$ cat src/rtl/sdram_init_pkg.sv
package sdram_init_pkg;

    // {cs_n, ras_n, cas_n, we_n}
    typedef enum logic [3:0] {
        CMD_MRS   = 4'b0000,
        CMD_REF   = 4'b0001,
        CMD_PRE   = 4'b0010,
        CMD_NOP   = 4'b0111,
        CMD_DESEL = 4'b1111
    } sd_cmd_e;

    typedef enum logic [3:0] {
        ST_IDLE,
        ST_PRE,
        ST_W_RP,
        ST_MRS,
        ST_W_MRD,
        ST_REF1,
        ST_W_RC1,
        ST_REF2,
        ST_W_RC2,
        ST_DONE
    } seq_state_e;

    typedef struct packed {
        logic sda_data;
        logic sda_dir;
        logic scl;
        logic wp;
        logic start;
    } ctrl_t;

    typedef struct packed {
        logic cs_n;
        logic ras_n;
        logic cas_n;
        logic we_n;
    } cmd_pins_t;

    localparam int AP_BIT = 10;

    function automatic int max3(input int a, input int b, input int c);
        int m;
        m = (a > b) ? a : b;
        return (m > c) ? m : c;
    endfunction

    function automatic ctrl_t ctrl_from_byte(input logic [7:0] b);
        ctrl_t c;
        c.sda_data = b[7];
        c.sda_dir  = b[6];
        c.scl      = b[5];
        c.wp       = b[4];
        c.start    = b[0];
        return c;
    endfunction

    function automatic logic [7:0] ctrl_to_byte(input ctrl_t c, input logic sda_pin);
        logic bit7;
        bit7 = c.sda_dir ? c.sda_data : sda_pin;
        return {bit7, c.sda_dir, c.scl, c.wp, 3'b000, c.start};
    endfunction

endpackage

$ cat src/rtl/sdram_init_regs.sv
module sdram_init_regs
    import sdram_init_pkg::*;
#(
    parameter int NUM_CH = 4,
    parameter int REG_W  = 24,
    parameter int ADDR_W = 13,
    parameter int SEL_W  = 3
) (
    input  logic              clk,
    input  logic              rst,
    input  logic              reg_wr,
    input  logic [SEL_W-1:0]  reg_sel,
    input  logic [REG_W-1:0]  reg_wdata,
    output logic [REG_W-1:0]  reg_rdata,
    input  logic              sda_pin,
    output ctrl_t             ctrl,
    output logic              start_req,
    output logic [ADDR_W-1:0] mode_val
);

    logic [REG_W-1:0] ch_q [NUM_CH];
    logic             sda_smp;

    always_ff @(posedge clk) begin
        if (rst) begin
            ctrl      <= '0;
            start_req <= 1'b0;
            sda_smp   <= 1'b0;
        end else begin
            sda_smp <= sda_pin;
            if (reg_wr && reg_sel == '0) begin
                ctrl <= ctrl_from_byte(reg_wdata[7:0]);
                if (reg_wdata[0]) begin
                    start_req <= 1'b1;
                end
            end
        end
    end

    for (genvar i = 0; i < NUM_CH; i++) begin : g_ch
        always_ff @(posedge clk) begin
            if (rst) begin
                ch_q[i] <= '0;
            end else if (reg_wr && reg_sel == SEL_W'(i + 1)) begin
                ch_q[i] <= reg_wdata;
            end
        end
    end

    always_comb begin
        reg_rdata = '0;
        if (reg_sel == '0) begin
            reg_rdata = REG_W'(ctrl_to_byte(ctrl, sda_smp));
        end else begin
            for (int i = 0; i < NUM_CH; i++) begin
                if (reg_sel == SEL_W'(i + 1)) begin
                    reg_rdata = ch_q[i];
                end
            end
        end
    end

    assign mode_val = ch_q[0][ADDR_W-1:0];

endmodule

$ cat src/rtl/sdram_init_pwrup_timer.sv
module sdram_init_pwrup_timer #(
    parameter int PWRUP_CYCLES = 10000
) (
    input  logic clk,
    input  logic rst,
    output logic pwr_ok
);

    localparam int CW = $clog2(PWRUP_CYCLES + 1);

    logic [CW-1:0] cnt;

    always_ff @(posedge clk) begin
        if (rst) begin
            cnt <= '0;
        end else if (cnt != CW'(PWRUP_CYCLES)) begin
            cnt <= cnt + 1'b1;
        end
    end

    assign pwr_ok = (cnt == CW'(PWRUP_CYCLES));

endmodule

$ cat src/rtl/sdram_init_fsm.sv
module sdram_init_fsm
    import sdram_init_pkg::*;
#(
    parameter int T_RP  = 3,
    parameter int T_MRD = 2,
    parameter int T_RC  = 7
) (
    input  logic       clk,
    input  logic       rst,
    input  logic       start_req,
    input  logic       pwr_ok,
    output sd_cmd_e    cmd,
    output logic       cke,
    output logic       done,
    output seq_state_e state
);

    localparam int TMAX = max3(T_RP, T_MRD, T_RC);
    localparam int CNT_W = $clog2(TMAX + 1);

    logic [CNT_W-1:0] wcnt;

    always_ff @(posedge clk) begin
        if (rst) begin
            state <= ST_IDLE;
            wcnt  <= '0;
        end else begin
            unique case (state)
                ST_IDLE: if (start_req && pwr_ok) state <= ST_PRE;
                ST_PRE: begin
                    wcnt  <= CNT_W'(T_RP - 2);
                    state <= ST_W_RP;
                end
                ST_W_RP: begin
                    if (wcnt == '0) state <= ST_MRS;
                    else            wcnt  <= wcnt - 1'b1;
                end
                ST_MRS: begin
                    wcnt  <= CNT_W'(T_MRD - 2);
                    state <= ST_W_MRD;
                end
                ST_W_MRD: begin
                    if (wcnt == '0) state <= ST_REF1;
                    else            wcnt  <= wcnt - 1'b1;
                end
                ST_REF1: begin
                    wcnt  <= CNT_W'(T_RC - 2);
                    state <= ST_W_RC1;
                end
                ST_W_RC1: begin
                    if (wcnt == '0) state <= ST_REF2;
                    else            wcnt  <= wcnt - 1'b1;
                end
                ST_REF2: begin
                    wcnt  <= CNT_W'(T_RC - 2);
                    state <= ST_W_RC2;
                end
                ST_W_RC2: begin
                    if (wcnt == '0) state <= ST_DONE;
                    else            wcnt  <= wcnt - 1'b1;
                end
                ST_DONE: state <= ST_DONE;
                default: state <= ST_IDLE;
            endcase
        end
    end

    always_comb begin
        unique case (state)
            ST_IDLE: cmd = CMD_DESEL;
            ST_PRE:  cmd = CMD_PRE;
            ST_MRS:  cmd = CMD_MRS;
            ST_REF1: cmd = CMD_REF;
            ST_REF2: cmd = CMD_REF;
            default: cmd = CMD_NOP;
        endcase
    end

    assign cke  = (state != ST_IDLE);
    assign done = (state == ST_DONE);

endmodule

$ cat src/rtl/sdram_pwrup_seq.sv
module sdram_pwrup_seq
    import sdram_init_pkg::*;
#(
    parameter int NUM_CH       = 4,
    parameter int REG_W        = 24,
    parameter int ADDR_W       = 13,
    parameter int PWRUP_CYCLES = 10000,
    parameter int T_RP         = 3,
    parameter int T_MRD        = 2,
    parameter int T_RC         = 7,
    localparam int SEL_W       = $clog2(NUM_CH + 1)
) (
    input  logic              clk,
    input  logic              rst,
    input  logic              reg_wr,
    input  logic [SEL_W-1:0]  reg_sel,
    input  logic [REG_W-1:0]  reg_wdata,
    output logic [REG_W-1:0]  reg_rdata,
    output logic              sd_cke,
    output logic              sd_cs_n,
    output logic              sd_ras_n,
    output logic              sd_cas_n,
    output logic              sd_we_n,
    output logic [ADDR_W-1:0] sd_addr,
    output logic              init_done,
    output logic              ee_wp,
    output logic              ee_scl,
    output logic              ee_sda_o,
    output logic              ee_sda_oe,
    input  logic              ee_sda_i
);

    ctrl_t             ctrl;
    logic              start_req;
    logic              pwr_ok;
    logic [ADDR_W-1:0] ch0_mode;
    sd_cmd_e           cmd;
    seq_state_e        state;
    cmd_pins_t         pins;

    sdram_init_regs #(
        .NUM_CH(NUM_CH), .REG_W(REG_W), .ADDR_W(ADDR_W), .SEL_W(SEL_W)
    ) u_regs (
        .clk(clk), .rst(rst), .reg_wr(reg_wr), .reg_sel(reg_sel),
        .reg_wdata(reg_wdata), .reg_rdata(reg_rdata), .sda_pin(ee_sda_i),
        .ctrl(ctrl), .start_req(start_req), .mode_val(ch0_mode)
    );

    sdram_init_pwrup_timer #(.PWRUP_CYCLES(PWRUP_CYCLES)) u_timer (
        .clk(clk), .rst(rst), .pwr_ok(pwr_ok)
    );

    sdram_init_fsm #(.T_RP(T_RP), .T_MRD(T_MRD), .T_RC(T_RC)) u_fsm (
        .clk(clk), .rst(rst), .start_req(start_req), .pwr_ok(pwr_ok),
        .cmd(cmd), .cke(sd_cke), .done(init_done), .state(state)
    );

    assign pins     = cmd_pins_t'(cmd);
    assign sd_cs_n  = pins.cs_n;
    assign sd_ras_n = pins.ras_n;
    assign sd_cas_n = pins.cas_n;
    assign sd_we_n  = pins.we_n;

    always_comb begin
        sd_addr = '0;
        if (state == ST_MRS) begin
            sd_addr = ch0_mode;
        end else if (state == ST_PRE) begin
            sd_addr[AP_BIT] = 1'b1;
        end
    end

    assign ee_wp     = ctrl.wp;
    assign ee_scl    = ctrl.scl;
    assign ee_sda_oe = ctrl.sda_dir;
    assign ee_sda_o  = ctrl.sda_data;

endmodule

$ cat config.mk
export PLATFORM = sky130hd
export DESIGN_NAME = sdram_pwrup_seq
export DESIGN_NICKNAME = d
export VERILOG_FILES = /design/src/rtl/sdram_init_pkg.sv /design/src/rtl/sdram_init_regs.sv /design/src/rtl/sdram_init_pwrup_timer.sv /design/src/rtl/sdram_init_fsm.sv /design/src/rtl/sdram_pwrup_seq.sv
export SDC_FILE = /design/constraint.sdc
export NUM_CORES = 1
export LEC_CHECK = 0
export BUFFER_PORTS_ARGS = -buffer_cell sky130_fd_sc_hd__buf_2
export CORE_MARGIN = 4
export CORE_UTILIZATION = 52
export CTS_BUF_LIST = sky130_fd_sc_hd__clkbuf_16
export DETAILED_ROUTE_END_ITERATION = 8
export HOLD_SLACK_MARGIN = 0.03
export PLACE_DENSITY_LB_ADDON = 0.25
export SLEW_MARGIN = 20
export SYNTH_ARGS = -nofsm -noshare
export SYNTH_HDL_FRONTEND = slang
export SYNTH_SLANG_ARGS = --single-unit
export TNS_END_PERCENT = 1
$ cat constraint.sdc
create_clock -name clk -period 2.2 [get_ports clk]
set_clock_uncertainty 0.2 [all_clocks]
set_input_delay 0.55 -clock clk [delete_from_list [all_inputs] [get_ports clk]]
set_output_delay 0.55 -clock clk [all_outputs]
set_load 0.01 [all_outputs]
==> impl_metrics.tcl <==
set metrics [dict create \
    outcome "finished with violations" \
    violations "setup timing" \
    synth_top_area_share_pct 49.8 \
    gp_congestion 0.818 \
    dp_hpwl_mm 9.52 \
    slew_headroom_pct 64.2 \
    fin_crit_sh_pct 105 \
    netlist_area_sq_um 5790 \
    area_delta_synth_final_pct 31.7 \
    row_count 38 \
    synthSimpleGateAreaFrac_pct 19.5 \
    p_leak_nw 3.08 \
    drt_iter0_drc 487 \
    grt_remaining_overflow 0 \
    finish.instance_area_sq_um 7630 \
    setup_viol 25 \
    cts_buffer_depth 2 \
    finalHoldViolCount 0 \
    synth_top_area_cell "edfxtp_1" \
    worst-path-max-fanout 6 \
    ios 78 \
    drive_gt1_share_pct 33.2 \
    synth_area_leaders "edfxtp_1 50%, and2_1 12%, dfxtp_1 9.7%" \
    die_w_um 114 \
    peakVddDrop_uv 651 \
    synth_compound_area_share_pct 8.54 \
    grt_usage_pct 23.1 \
    setup_slack_ns -0.103 \
    holdBufCountCts 0 \
    synthAdderAreaFrac_pct 0.864 \
    synth_flop_cell "edfxtp_1" \
    maxCapViolCount 0 \
    antenna_found_initial 2 \
    cts.clk_slew.worst_paths_ns 0.05 \
    mostFrequentLayoutCells "103 x and2_1, 96 x edfxtp_1, 69 x buf_2" \
    insertion_delay_ns 0.41 \
    cts_root_buffer "clkbuf_16" \
    dp.cells 720 \
    cts_tree "built" \
    synth-xor-area-share_pct 1.82 \
    hold_ws_ns 0.200 \
    drv_slew 0 \
    yosysWarningCount 0 \
    grt_pass1_wl_mm 22.8 \
    layoutNonFillerInstCount 761 \
    ctsHtreeMaxLevel 4 \
    period_needed_ns 2.30 \
    placed_cell_area_sq_um 6700 \
    numCtsBuffers 17 \
    ys_ff_latch 124 \
    port_buffers 77 \
    num_vias 4317 \
    synth_top_family_by_area "simple AND/OR/NAND/NOR gates" \
    start_util_pct 53.2 \
    first_pass_iters 5 \
    drc_errors 0 \
    ys_async_sr_fraction_pct 0 \
    syn_nets 519 \
    p_per_area_nw_per_um2 813 \
    synth-edff-count 96 \
    muxShareOfSynthArea_pct 6.40 \
    first_global_vias 4450 \
    viasPerCell 5.67 \
    min-delay-path-class "input port to register" \
    dieHeight_um 114 \
    cts_sinks 124 \
    ant_nets 0 \
    required_ns 1.45 \
    drt-total-wl_mm 14.6 \
    path_class "input port to output port" \
    syn_area_per_cell_sq_um 12.0 \
    nNetsFinal 642 \
    die_area_sq_um 12900 \
    arrival_ns 1.55 \
    final_common_cell "and2_1" \
    max_freq_ghz 0.434 \
    yosysUniqueCellTypes 46 \
    fin_setup_tns_ns -1.21 \
    startpoint_type "input port" \
    worst_pin_slew_ns 0.524 \
    rsz0062_at_grt "yes" \
    end_kind "output port" \
    synth_cells 484 \
    wl_per_cell_um 19.2 \
    core-area_sq_um 10900 \
    ys_seq_area_share_pct 59.5 \
    grt_max_degree 21 \
]
[report_power, final]
group | internal [W] | switching [W] | leakage (nW)
registers | 0.00265 | 0.0000533 | 1.16
clock network | 0.00199 | 0.000987 | 0.316
logic | 0.000236 | 0.000283 | 1.60
[final timing paths]
path	start	slack (ns)	cells after the start	endpoint
setup / recovery	reg_sel[1]	-0.10	7	reg_rdata[22]
setup reg to reg	u_fsm.wcnt[0]	0.16	6	u_fsm.state[0]
hold / removal	ee_sda_i	0.20	2	u_regs.sda_smp
hold reg to reg	u_regs.start_req	0.30	2	u_regs.start_req
[kinds of logic after synthesis]
family          after synthesis
buf+inv                      49
flops                       124
mux                          32
fa+ha+maj                     4
simple gates                189
xor+xnor                     12
compound gates               74
[state kept, by name (all words and copies together), names as in the netlist]
name and cells:
u_regs.ch_q 96, u_regs.ctrl 5, u_fsm.state 4, u_timer.cnt 14
u_regs.sda_smp 1, u_fsm.wcnt 3, u_regs.start_req 1
[cell usage after synthesis (2+ instances only)]
library cell and number:
a2111oi_0 2, a211oi_1 2, a21oi_1 10, a22oi_1 19
a31o_2 4, and2_1 108, buf_1 2, buf_2 5
clkbuf_1 24, dfxtp_1 28, edfxtp_1 96, ha_1 4
inv_1 17, mux2i_1 28, mux4_2 4, nand2_1 5
nand2b_1 5, nand3_1 7, nand4_1 5, nor2_1 24
nor2b_1 7, nor3_1 11, nor4_1 2, nor4_2 3
o21ai_0 11, o22ai_1 19, or3_1 2, or4_1 2
xnor2_1 7, xor2_1 5
[critical path, stage by stage]
cell,delay [ns]
buf_12,0.11
buf_12,0.13
buf_6,0.13
buf_4,0.13
mux2i_1,0.10
o22ai_1,0.21
buf_2,0.17
[final cells by class]
class	count	area [sq um]
Antenna cell	1	2.50
Clock buffer	17	425
Fill cell	767	3260
Multi-Input combinational cell	311	2290
Sequential cell	124	3460
Clock inverter	15	206
Inverter	17	63.8
Tap cell	140	175
Timing Repair Buffer	136	1000
[stage by stage]
stage	power, W	worst slack (ns)	utilization (%)
2_1_floorplan	0.00298	-0.0180	-
3_3_place_gp	0.00321	-0.193	61.6
3_5_place_dp	0.00323	-0.218	61.6
4_1_cts	0.00621	-0.113	68.8
5_1_grt	0.00638	-0.138	70.0
6_report	0.00620	-0.103	70.0
[layer usage]
layer	wire, um	track usage, %
met5	7	0
met4	339	8.17
met3	863	6.31
met2	7700	40.3
met1	5710	27.5
[timing repair]
item | 4_1_cts | 5_1_grt
pin swaps | 18 | 12
buffers inserted | 2 | 5
resized for setup | 42 | 27
gates cloned | 1 | 0
endpoints found under the setup margin | 41 | 42
Power figures use the tool's default switching activity.
